==> config.mk <==
export PLATFORM = sky130hd
export DESIGN_NAME = pn_chip_spreader
export DESIGN_NICKNAME = d
export VERILOG_FILES = /design/src/rtl/pn_spread_pkg.sv /design/src/rtl/pn_lfsr.sv /design/src/rtl/chip_phase.sv /design/src/rtl/sign_spread.sv /design/src/rtl/pn_chip_spreader.sv
export SDC_FILE = /design/constraint.sdc
export NUM_CORES = 1
export LEC_CHECK = 0
export ABC_AREA = 1
export CORE_MARGIN = 2
export CORE_UTILIZATION = 55
export DETAILED_ROUTE_END_ITERATION = 8
export HOLD_SLACK_MARGIN = 0.15
export PLACE_DENSITY = 0.83
export SLEW_MARGIN = 20
export SYNTH_ARGS = -nofsm -noshare
export SYNTH_HDL_FRONTEND = slang
export SYNTH_SLANG_ARGS = --single-unit
==> constraint.sdc <==
create_clock -name clk -period 2.4 [get_ports clk]
set_input_delay 0.36 -clock clk [delete_from_list [all_inputs] [get_ports clk]]
set_output_delay 0.36 -clock clk [all_outputs]
set_load 0.005 [all_outputs]
==> src/rtl/pn_spread_pkg.sv <==
package pn_spread_pkg;
  localparam int unsigned LFSR_W        = 4;
  localparam logic [3:0]  LFSR_SEED     = 4'b1000;
  localparam int unsigned CHIPS_PER_MOD = 5;
  localparam int unsigned MODS_PER_SYM  = 3;
  localparam int unsigned SAMPLE_W      = 8;
  localparam int unsigned LANES         = 2;
endpackage

==> src/rtl/pn_lfsr.sv <==
module pn_lfsr #(
  parameter int unsigned     W     = 4,
  parameter logic [W-1:0]    SEED  = 4'b1000,
  parameter int unsigned     TAP_A = 0,
  parameter int unsigned     TAP_B = 1
) (
  input  logic clk,
  input  logic rst_n,
  output logic chip_o
);
  logic [W-1:0] state_q, state_d;

  always_comb begin
    state_d = {state_q[TAP_A] ^ state_q[TAP_B], state_q[W-1:1]};
  end

  always_ff @(posedge clk or negedge rst_n) begin
    if (!rst_n) state_q <= SEED;
    else        state_q <= state_d;
  end

  assign chip_o = state_q[0];

  // an all-zero state would lock the sequence
  p_lfsr_alive_r1: assert property (@(posedge clk) disable iff (!rst_n)
    state_q != '0);
endmodule

==> src/rtl/chip_phase.sv <==
module chip_phase #(
  parameter int unsigned CPM = 5,
  parameter int unsigned MPS = 3
) (
  input  logic clk,
  input  logic rst_n,
  output logic mod_en_o,
  output logic sym_en_o
);
  localparam int unsigned CW = (CPM > 1) ? $clog2(CPM) : 1;
  localparam int unsigned MW = (MPS > 1) ? $clog2(MPS) : 1;

  logic [CW-1:0] chip_cnt_q, chip_cnt_d;
  logic [MW-1:0] mod_cnt_q, mod_cnt_d;

  always_comb begin
    chip_cnt_d = chip_cnt_q;
    mod_cnt_d  = mod_cnt_q;
    if (chip_cnt_q == CW'(CPM - 1)) begin
      chip_cnt_d = '0;
      if (mod_cnt_q == MW'(MPS - 1)) mod_cnt_d = '0;
      else                           mod_cnt_d = mod_cnt_q + 1'b1;
    end else begin
      chip_cnt_d = chip_cnt_q + 1'b1;
    end
  end

  always_ff @(posedge clk or negedge rst_n) begin
    if (!rst_n) begin
      chip_cnt_q <= '0;
      mod_cnt_q  <= '0;
    end else begin
      chip_cnt_q <= chip_cnt_d;
      mod_cnt_q  <= mod_cnt_d;
    end
  end

  assign mod_en_o = (chip_cnt_q == '0);
  assign sym_en_o = mod_en_o && (mod_cnt_q == '0);

  // modulator strobes are isolated single-cycle pulses
  p_mod_single_r5: assert property (@(posedge clk) disable iff (!rst_n)
    mod_en_o |=> !mod_en_o);
  // symbol strobe is followed by a non-symbol chip
  p_sym_single_r6: assert property (@(posedge clk) disable iff (!rst_n)
    sym_en_o |=> !sym_en_o);
endmodule

==> src/rtl/sign_spread.sv <==
module sign_spread #(
  parameter int unsigned W = 8
) (
  input  logic [W-1:0] din,
  input  logic         neg,
  output logic [W-1:0] dout
);
  localparam logic [W-1:0] MOST_NEG = {1'b1, {(W-1){1'b0}}};
  localparam logic [W-1:0] MOST_POS = {1'b0, {(W-1){1'b1}}};

  always_comb begin
    if (!neg)                 dout = din;
    else if (din == MOST_NEG) dout = MOST_POS;
    else                      dout = -din;
  end
endmodule

==> src/rtl/pn_chip_spreader.sv <==
module pn_chip_spreader
  import pn_spread_pkg::*;
#(
  parameter int unsigned DW = SAMPLE_W
) (
  input  logic          clk,
  input  logic          rst_n,
  input  logic [DW-1:0] i_in,
  input  logic [DW-1:0] q_in,
  output logic          chip_o,
  output logic          mod_en_o,
  output logic          sym_en_o,
  output logic [DW-1:0] mi_o,
  output logic [DW-1:0] mq_o
);
  logic [1:0] rst_sync_q;
  logic       rst_ns;

  always_ff @(posedge clk or negedge rst_n) begin
    if (!rst_n) rst_sync_q <= '0;
    else        rst_sync_q <= {rst_sync_q[0], 1'b1};
  end
  assign rst_ns = rst_sync_q[1];

  logic chip;

  pn_lfsr #(.W(LFSR_W), .SEED(LFSR_SEED), .TAP_A(0), .TAP_B(1)) u_lfsr (
    .clk(clk), .rst_n(rst_ns), .chip_o(chip)
  );

  logic mod_en, sym_en;

  chip_phase #(.CPM(CHIPS_PER_MOD), .MPS(MODS_PER_SYM)) u_phase (
    .clk(clk), .rst_n(rst_ns), .mod_en_o(mod_en), .sym_en_o(sym_en)
  );

  logic [DW-1:0] lane_in  [LANES];
  logic [DW-1:0] hold_q   [LANES];
  logic [DW-1:0] lane_sel [LANES];
  logic [DW-1:0] lane_sp  [LANES];
  logic [DW-1:0] out_q    [LANES];

  assign lane_in[0] = i_in;
  assign lane_in[1] = q_in;

  for (genvar g = 0; g < LANES; g++) begin : g_lane
    always_ff @(posedge clk or negedge rst_ns) begin
      if (!rst_ns)     hold_q[g] <= '0;
      else if (sym_en) hold_q[g] <= lane_in[g];
    end

    assign lane_sel[g] = sym_en ? lane_in[g] : hold_q[g];

    sign_spread #(.W(DW)) u_spread (
      .din(lane_sel[g]), .neg(chip), .dout(lane_sp[g])
    );

    always_ff @(posedge clk or negedge rst_ns) begin
      if (!rst_ns) out_q[g] <= '0;
      else         out_q[g] <= lane_sp[g];
    end

    // held symbol only moves on a symbol strobe
    p_hold_stable_r7: assert property (@(posedge clk) disable iff (!rst_ns)
      !sym_en |=> $stable(hold_q[g]));
    // a zero chip passes the selected sample through one register
    p_pass_r2: assert property (@(posedge clk) disable iff (!rst_ns)
      !chip |=> out_q[g] == $past(lane_sel[g]));
    // negating the most negative value clamps to the most positive
    p_sat_r3: assert property (@(posedge clk) disable iff (!rst_ns)
      (chip && lane_sel[g] == {1'b1, {(DW-1){1'b0}}}) |=>
        out_q[g] == {1'b0, {(DW-1){1'b1}}});
  end

  assign chip_o   = chip;
  assign mod_en_o = mod_en;
  assign sym_en_o = sym_en;
  assign mi_o     = out_q[0];
  assign mq_o     = out_q[1];

  // every symbol strobe falls on a modulator strobe
  p_sym_on_mod_r6: assert property (@(posedge clk) disable iff (!rst_ns)
    sym_en |-> mod_en);
  // each period starts on chip 0 (seed places 0 at the output stage)
  p_period_start_r1: assert property (@(posedge clk) disable iff (!rst_ns)
    sym_en |-> !chip);
endmodule

; ---- Word-level counts from Yosys, hierarchy flattened
; Cells that the tools add are included.
[classes]
n_addsub = 4
n_eq_ne = 4
mux = 8
bitwise_logic = 1
reduce_logical = 3
[ops]
columns = cell, n
row1 = $mux W8, 6
row2 = $eq A8 B8 Y1 const B, 2
row3 = $neg A8 Y8, 2
row4 = $add A3 B1 Y3 const B, 1
row5 = $eq A3 B3 Y1 const B, 1
row6 = $logic_not A3 Y1, 1
row7 = $mux W3, 1
row8 = $add A2 B1 Y2 const B, 1
row9 = $eq A2 B2 Y1 const B, 1
row10 = $logic_not A2 Y1, 1
row11 = $mux W2, 1
row12 = $logic_and A1 B1 Y1, 1
row13 = $xor A1 B1 Y1, 1
[word_totals]
regBits = 43
input_bits = 18
output_inout_bits = 19
wordCells = 28

; ---- Depth between registers and ports, before layout
; Gate-level depths: netlist of the first run.
[logic_depth]
word_depth = 6
mapped_depth = 14
depth_no_buf = 13

; ---- Modules after synthesis
; From an unflattened synthesis of the first run, not the netlist that was laid out.
[hier_totals]
hier_cells = 239
area_unflattened_um2 = 2034.5
[by_module_without_submodules]
columns = mod, instances, cells_each, area_per_inst_um2, seq_area_each_um2
row1 = pn_chip_spreader, 1, 87, 1098.6, 850.8
row2 = sign_spread, 2, 56, 286.5, 0.0
row3 = chip_phase, 1, 31, 242.7, 125.1
row4 = pn_lfsr, 1, 9, 120.1, 101.3

; ---- Worst setup path before layout of the first run
; No wires, ideal clock.
[synth_path]
path_kind = register to register
start = register u_phase.chip_cnt_q[0]
end = register out_q (netlist bit mi_o[7])
setup_time_ps = 119
arrival_ps = 1810
required_ps = 2281
setup_slack_ps = 471
stages_incl_launch_ff = 15
n_path_buf = 1
period_less_slack_ps = 1929
cell_sequence = dfrtp_1 -> inv_1 -> ha_1 -> inv_1 -> nor2_4 -> nand2_4 -> buf_6 -> nand2_1 -> o21ai_2 -> ha_1 -> nand2_1 -> nor2_2 -> nand4_2 -> nand2_1 -> nor2_1
[synth_between]
elab_chain_len = 6
elab_cells_between_ends = 7
cone_classes = add/sub (1) / eq/ne (1) / mux (3) / reduce/logical (2)
[synth_rtl]
columns = item, line
row1 = from (decl), chip_phase.sv:13  ; logic [CW-1:0] chip_cnt_q, chip_cnt_d;
row2 = from (signal assigned), chip_phase.sv:33  ; chip_cnt_q <= chip_cnt_d;
row3 = $logic_not A3 Y1 (*), chip_phase.sv:38  ; assign mod_en_o = (chip_cnt_q == '0);
row4 = named net mod_en_o, pn_chip_spreader.sv:11  ; output logic mod_en_o,
row5 = $logic_and A1 B1 Y1 (*), chip_phase.sv:39  ; assign sym_en_o = mod_en_o && (mod_cnt_q == '0);
row6 = $mux W8 (*), pn_chip_spreader.sv:52  ; assign lane_sel[g] = sym_en ? lane_in[g] : hold_q[g];
row7 = $neg A8 Y8 or $eq A8 B8 Y1 (tied branches), "sign_spread.sv:14, sign_spread.sv:13"
row8 = $mux W8, sign_spread.sv:13  ; else if (din == MOST_NEG) dout = MOST_POS;
row9 = $mux W8 (*), sign_spread.sv:12  ; if (!neg) dout = din;
row10 = named net g_lane[0].u_spread.dout[7], sign_spread.sv:6  ; output logic [W-1:0] dout
row11 = "to (signal, indexed assignment)", pn_chip_spreader.sv:60  ; else out_q[g] <= lane_sp[g];
row12 = to (decl), pn_chip_spreader.sv:41  ; logic [DW-1:0] out_q [LANES];
; The timed path passes the listed nets; every way through them passes the cells marked *.
; A chain may end at the register's enable or synchronous reset.

; ---- Final worst setup path of the first run
[layout_path]
start = register u_phase.chip_cnt_q[0]
end = output port sym_en_o
[layout_between]
elab_chain_len = 2
[layout_rtl]
columns = item, line
row1 = $logic_not A3 Y1, chip_phase.sv:38
row2 = $logic_and A1 B1 Y1, chip_phase.sv:39
row3 = to (decl), pn_chip_spreader.sv:12  ; output logic sym_en_o,
; No other way between the ends.

==> summary.md, run 1 <==
| Metric | Value |
|---|---|
| Average size of a mapped cell | `9.29 sq um` |
| Placed cell areas | `2420 sq um` |
| Critical path's slowest cell | `clkdlybuf4s50_1` |
| Gr usage total | `21.8%` |
| Net count after synthesis | `238` |
| Met3 Use GR | `5.90%` |
| DR DRC count | `0` |
| CP Data Arrival Time | `1930 ps` |
| Post-synth top area share | `52.1%` |
| Pre-Repair DR Iteration Count | `4` |
| Clock insertion delay at the later pin of the skew report | `360 ps` |
| Initial antenna violation count | `0` |
| Min-Delay Path Class | `reg -> async` |
| Wirelength, routed | `approximately 3800 microns` |
| CP Launch Type | `flop` |
| Outcome | `completed` |
| H-Tree Depth | `2` |
| Setup CP Type | `reg -> out` |
| Clock Skews | `6.90 ps` |
| Maximum clock frequency | `437 MHz` |
| Met1 Use GR | `29.4%` |
| First-pass GRT wire length | `6810 microns` |
| Yosys top cell by area | `dfrtp_1` |
| Post-Syn Area | `2020 sq um` |
| Dpl hpwl | `2660 microns` |
| Post-synthesis simple-gate area fraction | `28.4%` |
| Fin. max-slew vios | `0` |
| Row count | `21` |
| GRT overflow | `0` |
| WL/cell | `12.3 microns` |
| Final ANT Viol Nets | `0` |
| Area contributors post-synth | `dfrtp_1 (52%), nand2_1 (9.7%), inv_1 (6.1%), nand3_1 (5.2%), nand2_2 (2.5%)` |
| Chip height | `around 65 microns` |
| Final setup violation count | `0` |
| Max Cap Viol | `0` |
| Synth Area in Compound Gates | `6.70%` |
| Most used cell, CP | `inv_1` |
| RSZ-0062 raised after global routing | `false` |
| Initial Util | `59.0%` |
| Routed vias | `1500` |
| DR vias/cell | `4.85` |
| Core area | `3420 sq um` |
| Slew @ Worst Pin | `513 ps` |
| Fillers | `257` |
| Setup tns final | `0 ps` |
| Input/output buffers | `36` |
| Hold_ws | `306 ps` |
| Synth warn | `0` |
| LEAKAGE | `1.27 nW` |
| Crit Path Max Fanout | `13` |
| Multi-input gate area in the final layout | `776 sq um` |
| Vias in the first global route | `roughly 1500` |
| DR iter-0 viols | `89` |
| Share of cells above drive strength 1 | `16.7%` |
| Final Power | `approximately 0.0014 W` |
| Die ar. | `4170 sq um` |
| Worst-path clk slew | `120 ps` |
| Slew HR | `65.8%` |
| Post-route clock period utilization | `roughly 95%` |
| Worst VDD drop | `0.000417 V` |
| Final core occ | `74.2%` |
| Register area | `1080 sq um` |
| Adder-cell share of the synthesized area | `1.86%` |
| Met2 GRT Util | `33.6%` |
| Sequential-to-total area share from yosys stat | `a little over half` |
| Main combinational cell family by area after synthesis | `simple AND/OR/NAND/NOR gates` |
| CP max stage delay | `490 ps` |
| Num CTS Buffers | `5` |
| Mux share of post-synthesis cell area | `0%` |
| Final Instance Area | `roughly 2500 sq um` |
| Largest net degree at the start of global routing | `42` |
| Critical Path, Cell by Cell | `inv_1 -> ha_1 -> inv_1 -> nor2_4 -> nand2_4 -> inv_1 -> clkdlybuf4s50_1` |
| RePlAce Congestion | `roughly 0.87` |
| Antenna Cells | `0` |
| Post-Syn Instances | `217` |
| Fin. Hold Viols | `0` |
| Die W | `approximately 65 microns` |
| CTS sink count | `43` |
| Min cycle time layout | `2290 ps` |
| CTS tree | `yes` |
| Root Buffer | `clkbuf_4` |
| Gr busiest metal | `met2` |
| Clock Tree Buf Depth | `2` |
| Post-cts resize count | `0` |
| Synth Area in XOR/XNOR | `1.30%` |
| I/O pin cnt | `37` |
| Synth cell types | `31` |
| Critical Path RT | `~2000 ps` |
| Layout net count | `283` |
| Yosys reg bits | `43` |
| Layout area overhead | `25.8%` |
| Endpoint class of the critical path | `output pin` |
| Pwr dens | `approximately 550 nW/um^2` |
-- layout make-up --
| type | instances | share of cell area, % |
|---|---|---|
| clock buffers | 6 | 2.02 |
| clock inverters | 2 | 1.38 |
| inverters | 35 | 5.18 |
| multi-input cells | 135 | 30.6 |
| flip-flops and latches | 43 | 42.5 |
| well taps | 46 | 2.27 |
| repair buffers | 42 | 16.1 |
-- cells in the mapped netlist --
| library cell | count |
|---|---|
| nand2_1 | 52 |
| dfrtp_1 | 42 |
| inv_1 | 33 |
| nand3_1 | 21 |
| nand2_2 | 8 |
| nor2_1 | 8 |
| o21ai_0 | 8 |
| nand3b_1 | 4 |
| nor2_4 | 4 |
| o21ai_2 | 4 |
| ha_1 | 3 |
| nand3_2 | 3 |
| nor2_2 | 3 |
| o21ai_1 | 3 |
| buf_6 | 2 |
| nand2_4 | 2 |
| o21ai_4 | 2 |
| xor2_1 | 2 |
| a21oi_1 | 1 |
| buf_2 | 1 |
| clkbuf_1 | 1 |
| clkinv_1 | 1 |
| conb_1 | 1 |
| dfstp_2 | 1 |
| inv_2 | 1 |
| nand3_4 | 1 |
| nand4_1 | 1 |
| nand4_2 | 1 |
| nor3_2 | 1 |
| o21a_1 | 1 |
| xnor2_1 | 1 |
-- power by group --
| part | leakage (nW) | switching [W] | total, W | internal (W) |
|---|---|---|---|---|
| sequential | 0.510 | 0.00000802 | 0.000761 | 0.000753 |
| clock | 0.0482 | 0.000237 | 0.000483 | 0.000246 |
| combinational | 0.713 | 0.0000754 | 0.000149 | 0.0000736 |
-- flip-flops by register name (all words and copies together), names as in the netlist --
| name | flops |
|---|---|
| mq_o | 8 |
| u_lfsr.state_q | 4 |
| mi_o | 8 |
| u_phase.mod_cnt_q | 2 |
| u_phase.chip_cnt_q | 3 |
| hold_q | 16 |
| rst_sync_q | 2 |
-- cell families after synthesis --
family / Yosys count
other: 1
AO/OA/AOI/OAI: 19
AND/OR/NAND/NOR: 109
XOR/XNOR: 3
buffers and inverters: 39
flip-flops: 43
adder cells (fa/ha/maj): 3
-- worst max-delay path: cells and delay by family, from the launching register on --
| kind | cells | cell delay (ps) |
|---|---|---|
| and+or+nand+nor | 2 | 250 |
| buffers and inverters | 4 | 730 |
| DFF | 1 | 420 |
| adders and majority gates | 1 | 160 |
-- metal layers --
layer,wire length (microns),share of wire [%],vias up
met4,93,2.4,0
met3,195,5.1,8
li1,-,-,764
met5,0,0,-
met2,1750,46,36
met1,1760,46,692
-- path summary, 6_finish.rpt --
check,cells past startpoint,startpoint,slack [ps],end
setup reg to reg,13,u_phase.chip_cnt_q[0]$_DFF_PN0_,230,mi_o[7]$_DFF_PN0_
hold / removal,1,rst_sync_q[1]$_DFF_PN0_,310,u_lfsr.state_q[0]$_DFF_PN0_
setup / recovery,7,u_phase.chip_cnt_q[0]$_DFF_PN0_,110,sym_en_o
max in group asynchronous,2,rst_n,1600,rst_sync_q[1]$_DFF_PN0_
min in group clk,0,rst_sync_q[0]$_DFF_PN0_,360,rst_sync_q[1]$_DFF_PN0_
hold reg to reg,1,rst_sync_q[1]$_DFF_PN0_,310,u_lfsr.state_q[0]$_DFF_PN0_
-- metrics by stage --
stage / setup WS [ps] / instances
final: 112 / 309
after global routing: 5.40 / 309
after CTS: 88.5 / 308
after detailed placement: 161 / 298
after global placement: 322 / 298
after floorplan: 471 / 217
-- placed cells by master (no fill, tap or decap), types with 2 or more instances in the layout --
master and n:
buf_4 5, nor2_1 8, nor2_2 3, nand3_2 3, nor2_4 4, ha_1 3, o21ai_0 8, nand2_2 8
nand3_1 21, inv_1 33, clkbuf_4 5, xor2_1 2, nand2_4 2, o21ai_2 4, clkdlybuf4s50_1 36, nand2_1 52
o21ai_1 3, dfrtp_1 42, o21ai_4 2, nand3b_1 4
-- repair_timing --
| item | CTS | global route |
|---|---|---|
| hold buffers | 1 | 0 |
| setup endpoints to repair | 1 | 1 |
| pin swaps | 1 | 0 |
| endpoints found under the hold margin | 2 | 0 |
| buffers inserted | 1 | 1 |
(Power assumes the default switching activity.)
==> run 2: changes to the inputs <==
- CORE_UTILIZATION: 55 -> 51
- PLACE_DENSITY: 0.83 -> 0.78
- clock period: 2.4 -> 2.3 ns (I/O delays scaled with it)
==> summary.md, run 2 (synthesized netlist as in run 1, its figures left out) <==
| Metric | Value |
|---|---|
| Chip height | `between 60 and 70 microns` |
| DR DRC count | `0` |
| Max Cap Viol | `0` |
| Gr usage total | `roughly a fifth` |
| Register area | `1080 sq um` |
| Max reg flops | `16` |
| Hold_ws | `206 ps` |
| Maximum clock frequency | `between 400 and 500 MHz` |
| Fillers | `308` |
| Root Buffer | `clkbuf_8` |
| Num CTS Buffers | `5` |
| Slew @ Worst Pin | `around 500 ps` |
| GRT overflow | `0` |
| Endpoint class of the critical path | `output pin` |
| Routed vias | `1483` |
| Share of cells above drive strength 1 | `15.6%` |
| Core area | `3740 sq um` |
| Largest net degree at the start of global routing | `42` |
| CTS Hold Bufs | `0` |
| CP Data Arrival Time | `1810 ps` |
| Die ar. | `4470 sq um` |
| CTS tree | `yes` |
| Setup tns final | `0 ps` |
| Total setup buffers inserted after CTS | `0` |
| Most common cell after layout, fill and taps aside | `nand2_1` |
| Crit Path Max Fanout | `16` |
| Slew HR | `66.0%` |
| Worst VDD drop | `between 0.0004 and 0.0005 V` |
| Die W | `around 67 microns` |
| Initial antenna violation count | `0` |
| Final ANT Viol Nets | `0` |
| CP Launch Type | `flop` |
| Setup CP Type | `reg -> out` |
| Fin. Hold Viols | `0` |
| Critical Path RT | `1960 ps` |
| RePlAce Congestion | `0.843` |
| CTS sink count | `43` |
| I/O pin cnt | `37` |
| Min cycle time layout | `2160 ps` |
| Clock insertion delay at the later pin of the skew report | `between 200 and 300 ps` |
| Post-cts resize count | `0` |
| Post-route clock period utilization | `93.9%` |
| Wirelength, routed | `3690 microns` |
| Final setup violation count | `0` |
| Register with the highest flop count | `hold_q` |
| Dpl hpwl | `approximately 2600 microns` |
| Fin. max-slew vios | `0` |
| Commonest cells after routing, fill and taps aside | `nand2_1 (52), dfrtp_1 (42), clkdlybuf4s50_1 (36)` |
| First-pass GRT wire length | `6380 microns` |
| Row count | `22` |
| Clock Tree Buf Depth | `2` |
| Pre-Repair DR Iteration Count | `4` |
| Antenna Cells | `0` |
| RSZ-0062 raised after global routing | `false` |
| Worst-path clk slew | `around 80 ps` |
| Pwr dens | `555 nW/um^2` |
| Layout area overhead | `25.1%` |
| Clock Skews | `between 5 and 6 ps` |
| DR iter-0 viols | `106` |
| LEAKAGE | `around 1.3 nW` |
| Initial Util | `53.8%` |
| Input/output buffers | `36` |
| Multi-input gate area in the final layout | `776 sq um` |
| Vias in the first global route | `approximately 1400` |
| WL/cell | `11.9 microns` |
| Layout net count | `282` |
| H-Tree Depth | `2` |
| Outcome | `completed` |
| Min-Delay Path Class | `in -> async` |
| DR vias/cell | `around 4.8` |
run 2: cell types whose count changed in the layout (fill, tap and decap cells not counted):
cell | previous run | this run
clkbuf_4 | 5 | 0
dlygate4sd3_1 | 1 | 0
clkinv_2 | 1 | 0
bufinv_16 | 1 | 0
clkbuf_8 | 1 | 5
clkbuf_1 | 0 | 3
run 2: final cells by class:
type                       instances  share of cell area, %
timing repair buffer              41                   15.8
clock buffer                       8                   3.17
inverter                          35                   5.21
multi-input combinational        135                   30.8
sequential                        43                   42.7
tap                               48                   2.38
run 2: power by group:
group | internal (W) | switching, W
sequential | 0.000786 | 0.00000821
combinational | 0.0000756 | 0.0000764
clock | 0.000216 | 0.000238
total | 0.00108 | 0.000323
run 2: worst max-delay path: stages, from the launching register on:
cell and delay [ps]:
dfrtp_1 400, inv_1 60, ha_1 150, inv_1 70
nor2_4 110, nand2_4 150, inv_1 90, clkdlybuf4s50_1 490
run 2: metrics by stage:
step / setup slack (ps) / instance area [sq um] / utilization [%] / cells / total power, W
2_1_floorplan: 371 / 2020 / - / 217 / 0.000884
3_3_place_gp: 328 / 2440 / 65.2 / 302 / 0.000960
3_5_place_dp: 254 / 2440 / 65.2 / 302 / 0.000962
4_1_cts: 121 / 2520 / 67.4 / 310 / 0.00142
5_1_grt: 15.0 / 2520 / 67.4 / 310 / 0.00147
6_report: 141 / 2520 / 67.4 / 310 / 0.00140
run 2: worst paths after layout:
path                                                  from                          end  slack (ps)  depth (start not counted)
min in group clk               u_lfsr.state_q[2]$_DFF_PN0_  u_lfsr.state_q[1]$_DFF_PN0_         360                          0
max in group asynchronous          rst_sync_q[1]$_DFF_PN0_  u_lfsr.state_q[3]$_DFF_PN1_        1600                          1
max                        u_phase.chip_cnt_q[0]$_DFF_PN0_                     sym_en_o         140                          7
min reg2reg                        rst_sync_q[1]$_DFF_PN0_            mi_o[0]$_DFF_PN0_         320                          1
min                                                  rst_n      rst_sync_q[0]$_DFF_PN0_         210                          1
max reg2reg                u_phase.chip_cnt_q[0]$_DFF_PN0_            mi_o[7]$_DFF_PN0_         250                         13
run 2: layer usage:
layer | share of wire (%) | global-route usage [%]
met1 | 46 | 25.1
met2 | 48 | 31.4
met3 | 4.7 | 5.74
met4 | 1.4 | 8.16
met5 | 0 | 0
==> run 3: changes to the inputs <==
- TNS_END_PERCENT: default -> 1
==> results of run 3 <==
No change in the layout: final DEF, timing and power equal those of run 2.
